<file path="src/rtl/prs_pkg.sv">
// Package: shared config layout and decoded config type for the request scheduler.
// Assumes 32-bit configuration words whose field positions are fixed by the register block.
package prs_pkg;
    localparam int CFG_W       = 32;
    localparam int SIZE_W      = 16;
    localparam int TMR_W       = 10;
    localparam int FLOOR_LSB   = 0;
    localparam int CEIL_LSB    = 16;
    localparam int PRELOAD_LSB = 0;
    localparam int FLUSH_OFF_B = 31;

    typedef struct packed {
        logic [SIZE_W-1:0] floor_sz;
        logic [SIZE_W-1:0] ceil_sz;
        logic [TMR_W-1:0]  preload;
        logic              flush_off;
    } prs_cfg_t;

    // Split the two configuration words into named fields.
    function automatic prs_cfg_t decode_cfg(input logic [CFG_W-1:0] size_w,
                                            input logic [CFG_W-1:0] flush_w);
        prs_cfg_t c;
        c.floor_sz  = size_w[FLOOR_LSB +: SIZE_W];
        c.ceil_sz   = size_w[CEIL_LSB +: SIZE_W];
        c.preload   = flush_w[PRELOAD_LSB +: TMR_W];
        c.flush_off = flush_w[FLUSH_OFF_B];
        return c;
    endfunction
endpackage

</file>
<file path="src/rtl/prs_size_calc.sv">
// Module: combinational payload sizing.
// Works out the usable bytes, the clamped size and which request rules are met.
// Assumes AVL_W and SIZE_W are no wider than CNT_W.
module prs_size_calc #(
    parameter int AVL_W  = 16,
    parameter int CNT_W  = 32,
    parameter int SIZE_W = 16
) (
    input  logic [AVL_W-1:0]  ready_i,
    input  logic [CNT_W-1:0]  quota_i,
    input  logic [SIZE_W-1:0] floor_i,
    input  logic [SIZE_W-1:0] ceil_i,
    output logic [SIZE_W-1:0] size_o,
    output logic              pending_o,
    output logic              floor_ok_o,
    output logic              remainder_ok_o
);
    logic [CNT_W-1:0] ready_w, floor_w, ceil_w, usable_w, size_w;

    // Widen the inputs and apply the three-way minimum with the rule tests.
    always_comb begin
        ready_w        = CNT_W'(ready_i);
        floor_w        = CNT_W'(floor_i);
        ceil_w         = CNT_W'(ceil_i);
        usable_w       = (quota_i < ready_w) ? quota_i : ready_w;
        size_w         = (usable_w < ceil_w) ? usable_w : ceil_w;
        size_o         = size_w[SIZE_W-1:0];
        pending_o      = (usable_w != '0);
        floor_ok_o     = (size_w >= floor_w) && pending_o;
        remainder_ok_o = (quota_i != '0) && (quota_i < floor_w) && (ready_w >= quota_i);
    end
endmodule

</file>
<file path="src/rtl/prs_flush_timer.sv">
// Module: flush countdown timer.
// Reloads the preload on load_i, counts down while run_i holds, and stops at zero.
// Assumes load_i takes priority over run_i.
module prs_flush_timer #(
    parameter int TMR_W = 10
) (
    input  logic             clk,
    input  logic             rst_n,
    input  logic [TMR_W-1:0] preload_i,
    input  logic             load_i,
    input  logic             run_i,
    output logic             expired_o
);
    logic [TMR_W-1:0] tmr_q;

    // Reload, count down or hold the remaining interval.
    always_ff @(posedge clk) begin
        if (!rst_n)                     tmr_q <= preload_i;
        else if (load_i)                tmr_q <= preload_i;
        else if (run_i && tmr_q != '0)  tmr_q <= tmr_q - 1'b1;
    end

    assign expired_o = (tmr_q == '0);

    // a load leaves the preload in the timer
    a_r6_reload: assert property (@(posedge clk) disable iff (!rst_n)
        load_i |=> tmr_q == $past(preload_i));
    // the interval does not move while the timer is neither run nor loaded
    a_r5_hold: assert property (@(posedge clk) disable iff (!rst_n)
        (!load_i && !run_i) |=> $stable(tmr_q));
endmodule

</file>
<file path="src/rtl/prs_req_reg.sv">
// Module: request holding register.
// Captures size on fire and holds request and size until acknowledged.
// Assumes fire_i is only acted on while no request is held.
module prs_req_reg #(
    parameter int SIZE_W = 16
) (
    input  logic              clk,
    input  logic              rst_n,
    input  logic              fire_i,
    input  logic [SIZE_W-1:0] size_i,
    input  logic              ack_i,
    output logic              req_o,
    output logic [SIZE_W-1:0] size_o,
    output logic              taken_o
);
    // Set on fire, clear on acknowledgment, capture size when setting.
    always_ff @(posedge clk) begin
        if (!rst_n) begin
            req_o  <= 1'b0;
            size_o <= '0;
        end else if (req_o) begin
            if (ack_i) req_o <= 1'b0;
        end else if (fire_i) begin
            req_o  <= 1'b1;
            size_o <= size_i;
        end
    end

    assign taken_o = req_o && ack_i;

    // an unacknowledged request stays with the same size
    a_r7_hold: assert property (@(posedge clk) disable iff (!rst_n)
        (req_o && !ack_i) |=> (req_o && $stable(size_o)));
    // an acknowledged request is gone on the next edge
    a_r7_drop: assert property (@(posedge clk) disable iff (!rst_n)
        (req_o && ack_i) |=> !req_o);
endmodule

</file>
<file path="src/rtl/pkt_req_sched.sv">
// Module: payload-size request scheduler top.
// Combines the sizing rules, the flush timer and the request register.
// Assumes ready and quota inputs are updated by the engine after each acknowledgment.
module pkt_req_sched
    import prs_pkg::*;
#(
    parameter int AVL_W = 16,
    parameter int CNT_W = 32
) (
    input  logic              clk,
    input  logic              rst_n,
    input  logic              xfer_en_i,
    input  logic [AVL_W-1:0]  ready_bytes_i,
    input  logic [CNT_W-1:0]  quota_bytes_i,
    input  logic [CFG_W-1:0]  size_cfg_i,
    input  logic [CFG_W-1:0]  flush_cfg_i,
    input  logic              req_ack_i,
    output logic              req_o,
    output logic [SIZE_W-1:0] req_size_o
);
    prs_cfg_t          cfg;
    logic [SIZE_W-1:0] size_now;
    logic              pending, floor_ok, remainder_ok, expired;
    logic              fire, tmr_load, tmr_run, taken;

    assign cfg = decode_cfg(size_cfg_i, flush_cfg_i);

    prs_size_calc #(.AVL_W(AVL_W), .CNT_W(CNT_W), .SIZE_W(SIZE_W)) calc_i (
        .ready_i        (ready_bytes_i),
        .quota_i        (quota_bytes_i),
        .floor_i        (cfg.floor_sz),
        .ceil_i         (cfg.ceil_sz),
        .size_o         (size_now),
        .pending_o      (pending),
        .floor_ok_o     (floor_ok),
        .remainder_ok_o (remainder_ok)
    );

    // Decide firing and timer control from the rule outcomes.
    always_comb begin
        fire     = xfer_en_i && pending &&
                   (floor_ok || remainder_ok || (!cfg.flush_off && expired));
        tmr_load = taken || !pending || !xfer_en_i;
        tmr_run  = xfer_en_i && !req_o && !floor_ok && !remainder_ok;
    end

    prs_flush_timer #(.TMR_W(TMR_W)) timer_i (
        .clk       (clk),
        .rst_n     (rst_n),
        .preload_i (cfg.preload),
        .load_i    (tmr_load),
        .run_i     (tmr_run),
        .expired_o (expired)
    );

    prs_req_reg #(.SIZE_W(SIZE_W)) req_i (
        .clk     (clk),
        .rst_n   (rst_n),
        .fire_i  (fire),
        .size_i  (size_now),
        .ack_i   (req_ack_i),
        .req_o   (req_o),
        .size_o  (req_size_o),
        .taken_o (taken)
    );

    // a new request only follows an enabled edge with budget and data
    a_r1_gated: assert property (@(posedge clk) disable iff (!rst_n)
        $rose(req_o) |-> ($past(xfer_en_i) && $past(quota_bytes_i) != '0 && $past(ready_bytes_i) != '0));
    // a new request never exceeds the ceiling or the ready data seen at its edge
    a_r2_bound: assert property (@(posedge clk) disable iff (!rst_n)
        $rose(req_o) |-> (req_size_o <= $past(cfg.ceil_sz) &&
                          CNT_W'(req_size_o) <= CNT_W'($past(ready_bytes_i)) &&
                          CNT_W'(req_size_o) <= $past(quota_bytes_i)));
    // with flushing off, a new request meets the floor or the remainder rule
    a_r3_floor: assert property (@(posedge clk) disable iff (!rst_n)
        ($rose(req_o) && $past(cfg.flush_off)) |-> ($past(floor_ok) || $past(remainder_ok)));
endmodule

</file>
<file path="config.mk">
export PLATFORM = sky130hd
export DESIGN_NAME = pkt_req_sched
export DESIGN_NICKNAME = d
export VERILOG_FILES = /design/src/rtl/prs_pkg.sv /design/src/rtl/prs_size_calc.sv /design/src/rtl/prs_flush_timer.sv /design/src/rtl/prs_req_reg.sv /design/src/rtl/pkt_req_sched.sv
export SDC_FILE = /design/constraint.sdc
export NUM_CORES = 1
export LEC_CHECK = 0
export BUFFER_PORTS_ARGS = -buffer_cell sky130_fd_sc_hd__buf_4
export CAP_MARGIN = 20
export CORE_MARGIN = 1.5
export CORE_UTILIZATION = 54
export CTS_CLUSTER_DIAMETER = 120
export DETAILED_ROUTE_END_ITERATION = 10
export PLACE_DENSITY = 0.88
export SLEW_MARGIN = 20
export SYNTH_ARGS = -nofsm -noshare
export SYNTH_HDL_FRONTEND = slang
export SYNTH_SLANG_ARGS = --single-unit
export TNS_END_PERCENT = 100
</file>
<file path="constraint.sdc">
create_clock -name clk -period 11.63 [get_ports clk]
set_clock_uncertainty 0.1 [all_clocks]
set_input_delay 0 -clock clk [delete_from_list [all_inputs] [get_ports clk]]
set_output_delay 0 -clock clk [all_outputs]
set_load 0.01 [all_outputs]
</file>
## Word level (Yosys, flattened, before mapping)

Index checks and enable logic that the tools add are counted.

| storage, ports and cells | value |
|---|---|
| register bits after elaboration | 27 |
| bits in latches | 0 |
| bits in writable memories | 0 |
| ROM bits | 0 |
| logic and storage cells | 45 |
| memories kept | 0 |

| operators by class | value |
|---|---|
| $add $sub $neg | 1 |
| $mul | 0 |
| div/mod/pow operators | 0 |
| magnitude comparators | 5 |
| equal/unequal tests | 1 |
| shifts and indexed selects | 0 |
| mux-type cells | 8 |
| bitwise gates (word level) | 1 |
| reductions and logical operators | 26 |

Operators by type and width:

| kind | count |
|---|---|
| $lt 32x16->1 | 3 |
| $mux 32 | 2 |
| $reduce_bool 32->1 | 2 |
| $ge 16x32->1 | 1 |
| $ge 32x16->1 | 1 |
| $mux 10 | 3 |
| $logic_and 1x1->1 | 11 |
| $logic_not 10->1 | 1 |
| $reduce_bool 10->1 | 1 |
| $sub 10x1->10 const B | 1 |
| $logic_not 1->1 | 6 |
| $logic_or 1x1->1 | 4 |
| $mux 1 | 3 |
| $ne 3x1->1 const B | 1 |
| $reduce_and 2->1 | 1 |
| $not 1->1 | 1 |

## Longest topological paths before layout

| logic depth | value |
|---|---|
| word-level depth | 13 |
| depth in mapped cells | 29 |

## Modules after synthesis

A second synthesis with hierarchy kept.

| unflattened totals | value |
|---|---|
| cell total of the unflattened synthesis | 402 |
| area, all modules | 3334.4 um^2 |

By module, submodules not included:

| module | times used | cells an instance | area each (um^2) |
|---|---|---|---|
| prs_size_calc | 1 | 264 | 2010.7 |
| prs_req_reg | 1 | 75 | 701.9 |
| prs_flush_timer | 1 | 59 | 589.3 |
| pkt_req_sched | 1 | 4 | 32.5 |

## Worst setup path before layout

Ideal clock, no wire load.

| timing path | value |
|---|---|
| path type | input -> register |
| start | input quota_bytes_i[15] |
| end | register req_i.size_o[11] |
| data arrival time | 5356 ps |
| data required time | 11409 ps |
| setup slack | 6053 ps |
| cell stages on the path | 27 |
| buffers on the path | 4 |
| cell sequence | inv_1 > ha_1 > nand4_2 > a2111o_1 > a31oi_2 > buf_4 > mux2_2 > ha_1 > a2111oi_0 > o21ai_0 > o211ai_1 > o2bb2ai_1 > and2_1 > clkbuf_1 > clkbuf_1 > o21bai_1 > o21ai_2 > inv_1 > ha_1 > or3_1 > a211oi_1 > a21oi_1 > nor3_1 > a21oi_1 > nand3_2 > clkbuf_1 > a2bb2o_1 |

| on the way | value |
|---|---|
| longest elaborated chain between the ends | 10 |
| elaborated cells on any way between the ends | 17 |
| those cells by class | order compare: 5; mux: 2; reduce/logical: 10 |

Ends and longest elaborated chain:

| element | line | text |
|---|---|---|
| start, declared | pkt_req_sched.sv:14 | `input logic [CNT_W-1:0] quota_bytes_i,` |
| $lt 32x16->1 | prs_size_calc.sv:25 | `usable_w = (quota_i < ready_w) ? quota_i : ready_w;` |
| $mux 32 * | prs_size_calc.sv:25 |  |
| $lt 32x16->1 | prs_size_calc.sv:26 | `size_w = (usable_w < ceil_w) ? usable_w : ceil_w;` |
| $mux 32 * | prs_size_calc.sv:26 |  |
| via calc_i.size_o[5] | prs_size_calc.sv:13 | `output logic [SIZE_W-1:0] size_o,` |
| $ge 32x16->1 * | prs_size_calc.sv:29 | `floor_ok_o = (size_w >= floor_w) && pending_o;` |
| $logic_and 1x1->1 * | prs_size_calc.sv:29 |  |
| $logic_or 1x1->1 * (2 in series) | pkt_req_sched.sv:42 | `(floor_ok \|\| remainder_ok \|\| (!cfg.flush_off && expired));` |
| $logic_and 1x1->1 * | pkt_req_sched.sv:41 | `fire = xfer_en_i && pending &&` |
| $reduce_and 2->1 (no line) * | -- |  |
| end signal, assigned | prs_req_reg.sv:25 | `size_o <= size_i;` |
| end, declared | prs_req_reg.sv:13 | `output logic [SIZE_W-1:0] size_o,` |

The timed path passes the listed nets; every way through them passes the cells marked *.
A chain may end at the register's enable or synchronous reset.

## Final worst setup path

| timing path | value |
|---|---|
| start | input quota_bytes_i[15] |
| end | register req_i.req_o |

| on the way | value |
|---|---|
| longest elaborated chain between the ends | 11 |
| elaborated cells on any way between the ends | 18 |
| those cells by class | order compare: 5; mux: 4; reduce/logical: 9 |

Ends and longest elaborated chain:

| element | line | text |
|---|---|---|
| $lt 32x16->1 | prs_size_calc.sv:25 |  |
| $mux 32 * | prs_size_calc.sv:25 |  |
| $lt 32x16->1 | prs_size_calc.sv:26 |  |
| $mux 32 * | prs_size_calc.sv:26 |  |
| via calc_i.size_o[13] | prs_size_calc.sv:13 |  |
| $ge 32x16->1 * | prs_size_calc.sv:29 |  |
| $logic_and 1x1->1 * | prs_size_calc.sv:29 |  |
| $logic_or 1x1->1 * (2 in series) | pkt_req_sched.sv:42 |  |
| $logic_and 1x1->1 * | pkt_req_sched.sv:41 |  |
| $mux 1 * | prs_req_reg.sv:23 | `end else if (fire_i) begin` |
| $mux 1 * | prs_req_reg.sv:21 | `end else if (req_o) begin` |
| end signal, assigned | prs_req_reg.sv:19 | `req_o <= 1'b0;` |
| end signal, assigned | prs_req_reg.sv:22 | `if (ack_i) req_o <= 1'b0;` |
| end signal, assigned | prs_req_reg.sv:24 | `req_o <= 1'b1;` |
| end, declared | prs_req_reg.sv:12 | `output logic req_o,` |

Marks and branches as above.

==> results.md <==
| Result | Value |
| --- | --- |
| Status | completed |
| All-Layer GR Usage | 0.2982 |
| Gate count of the mapped netlist | 398 |
| Vias in the first global route | 3439 |
| Fin nets | 696 |
| Number of detailed-route iterations in the first pass | 5 |
| Kind of end point of the critical path | flop |
| Detailed-route via count | 3491 |
| Worst setup path category | in2reg |
| Clock sink count | 27 |
| Fin crit period | 6.657 ns |
| Power density over the cells | 77.92 mW/mm² |
| Dominant cell type by area after synthesis | sky130_fd_sc_hd__ha_1 |
| Diode insertion count for antenna repair | 0 |
| Synth top cells by count | 65 x sky130_fd_sc_hd__inv_1, 63 x sky130_fd_sc_hd__ha_1, 24 x sky130_fd_sc_hd__nand2_1 |
| Post-synth top area share | 0.2362 |
| Hold slack | 0.01293 ns |
| Post-synthesis instance area | 0.003337 mm² |
| Clock-pin slew reported for the worst setup and hold paths after clock tree synthesis | 0.10 ns |
| Drt wl/cell | 16.51 µm |
| Number of CTS-inserted buffers | 3 |
| Worst-skew pair later-pin latency | 0.28 ns |
| Synth Net Count | 577 |
| Count of antenna-violating nets left after detailed routing | 0 |
| Fraction of final layout cells sized beyond drive strength 1 | 0.3101 |
| Maximum fanout encountered on the critical timing path | 17 |
| Wire length of the first global-routing pass | 15.52 mm |
| Clock tree from TritonCTS | yes |
| Antenna violations before repair | 0 |
| Chip Width | 81.61 µm |
| Period utilisation layout | 0.5724 |
| Port Buffers | 111 |
| Number of enable-type register cells in the synthesized netlist | 10 |
| Initial drt markers | 283 |
| Total negative slack | 0 ns |
| Number of pins with negative max-slew slack in the final report | 0 |
| Post-layout instance area | 0.004390 mm² |
| Fraction of synthesis flops using an asynchronous set or reset pin | 0 |
| Most repeated cell in the gate-level netlist after synthesis | sky130_fd_sc_hd__inv_1 |
| Maximum number of pins on one net before global-route repair | 22 |
| RSZ-0062 raised after global routing | no |
| Initial Utilization | 0.5603 |
| Final RePlAce weighted congestion | 0.8734 |
| Placed instance count | 575 |
| Data required time of the critical path | 11.70 ns |
| Worst rel slew slack | 0.3616 |
| FF+latch count, synth | 27 |
| Layout area overhead | 31.57% |
| Number of core rows | 28 |
| Total number of yosys warnings | 0 |
| # setup viols final | 0 |
| Crit path launch type | input pin |
| Total Routed Length | 9.758 mm |
| Remaining design rule violation count | 0 |
| Final instance count without filler cells | 591 |
| Primary FF master, synth | sky130_fd_sc_hd__dfxtp_1 |
| Core outline area | 0.005956 mm² |
| Portion of the post-synthesis area used by sequential elements | 0.1920 |
| Clock H-tree levels | 1 |
| Top Ports | 133 |
| Total congestion overflow | 0 |
| Hold Fails Final Rpt | 0 |
| Smallest setup slack after layout | 4.973 ns |
| Count of distinct cell types in the synthesized netlist | 52 |
| Placement-stage worst setup slack | 4.857 ns |
| DIE HEIGHT | 81.61 µm |
| Clock tree buffer depth | 2 |
| Static leakage power | 2.231 nW |
| Largest cells by area after synthesis | sky130_fd_sc_hd__ha_1 24%, sky130_fd_sc_hd__dfxtp_1 10%, sky130_fd_sc_hd__edfxtp_1 9.0% |
| Number of buffers inserted by post-CTS setup repair | 0 |
| Post-DR vias/cell | 5.907 |
| Timing-limited maximum frequency | 150.2 MHz |
| Type of the tightest min-delay check | in2reg |
| Gates resized, CTS repair | 0 |
| Post-cts hold buffer count | 12 |
| Avg Synthesized Cell Area | 8.384 µm² |
| HPWL reported at the end of detailed placement | 7.751 mm |
| Critical path arrival | 6.73 ns |
| Die area | 0.006660 mm² |
| Clock tree root buffer cell | sky130_fd_sc_hd__clkbuf_8 |
| Slew of the pin with the lowest slew margin | 0.9546 ns |
| Total cell area at the placement stage | 0.004220 mm² |
| Number of violations of the max-capacitance limit | 0 |
| Maximum VDD drop | 76.58 µV |
path summary, 6_finish.rpt:
check	end	slack (ns)	from	cells after the start
min	req_i.size_o[10]	0.01	size_cfg_i[26]	3
min reg2reg	req_i.size_o[11]	0.38	req_i.size_o[11]	1
max reg2reg	req_i.req_o	8.79	timer_i.tmr_q[0]	10
max	req_i.req_o	4.97	quota_bytes_i[15]	26
per-stage QoR:
stage	total power, mW	utilization
global placement	0.2702	0.7086
CTS	0.3390	0.7372
detailed placement	0.2780	0.7086
floorplan	0.2145	-
global route	0.3658	0.7372
finish	0.3421	0.7372
layout make-up:
class                   instances  area (µm²)
clock buffers                   3       41.29
flip-flops and latches         27       640.6
inverters                      65       244.0
multi-input cells             296        2401
fillers                       449        1565
repair buffers                124       960.9
clock inverters                 1       8.758
well taps                      75       93.84
cell usage in the layout, fill, tap and decap left out, drive strengths merged, types with 2 or more instances in the layout:
cell,instances
a211oi,3
a21o,4
a21oi,23
a2bb2o,15
buf,112
clkbuf,3
dfxtp,17
dlygate4sd3,12
edfxtp,10
ha,63
inv,66
mux2,16
nand2,24
nand2b,2
nand3,7
nand4,15
nor2,9
nor2b,5
nor3,7
nor4,14
o211ai,4
o21a,6
o21ai,34
o21bai,15
o2bb2ai,2
or2,2
or3,3
xnor2,3
xor2,5
registers in the layout (all words and copies together) (netlist names):
name / count
req_i.req_o: 1
req_i.size_o: 16
timer_i.tmr_q: 10
critical path: stages:
cell and delay [ns]:
sky130_fd_sc_hd__buf_4 0.11, sky130_fd_sc_hd__inv_1 0.04, sky130_fd_sc_hd__ha_1 0.32, sky130_fd_sc_hd__nand4_2 0.20
sky130_fd_sc_hd__a2111o_1 0.51, sky130_fd_sc_hd__a31oi_2 0.73, sky130_fd_sc_hd__mux2_2 0.44, sky130_fd_sc_hd__ha_1 0.29
sky130_fd_sc_hd__a2111oi_0 0.37, sky130_fd_sc_hd__o21ai_0 0.16, sky130_fd_sc_hd__o211ai_1 0.12, sky130_fd_sc_hd__o2bb2ai_1 0.20
sky130_fd_sc_hd__and2_1 0.59, sky130_fd_sc_hd__or2_4 0.38, sky130_fd_sc_hd__o21ai_1 0.12, sky130_fd_sc_hd__inv_1 0.07
sky130_fd_sc_hd__ha_1 0.23, sky130_fd_sc_hd__a21o_1 0.18, sky130_fd_sc_hd__a21o_1 0.17, sky130_fd_sc_hd__a21oi_1 0.15
sky130_fd_sc_hd__o21ai_0 0.18, sky130_fd_sc_hd__nor3_1 0.23, sky130_fd_sc_hd__a21oi_1 0.16, sky130_fd_sc_hd__a21oi_1 0.18
sky130_fd_sc_hd__nor2b_1 0.05, sky130_fd_sc_hd__dlygate4sd3_1 0.54
report_power, final:
group	switching [mW]	total, mW	internal [mW]	leakage (nW)
Sequential	0.00829	0.119	0.111	0.244
Combinational	0.0834	0.165	0.0821	1.96
Clock	0.0321	0.0573	0.0252	0.0261
Total	0.124	0.342	0.218	2.23
layer usage:
metal	GRT usage	part of all wire
met4	0.08136	0.025
met1	0.3564	0.40
met3	0.04333	0.071
met5	0	0
met2	0.5521	0.50
cells by family (layout without fill, tap and decap cells):
family          after synthesis  count (layout)  synth area share
fa+ha+maj                    63              63            0.2362
xor+xnor                      8               8           0.02100
simple gates                 92              92            0.1485
compound gates              117             117            0.2568
mux                          16              16           0.05512
flops                        27              27            0.1920
buf+inv                      75             193           0.09036
(Power assumes the default switching activity.)
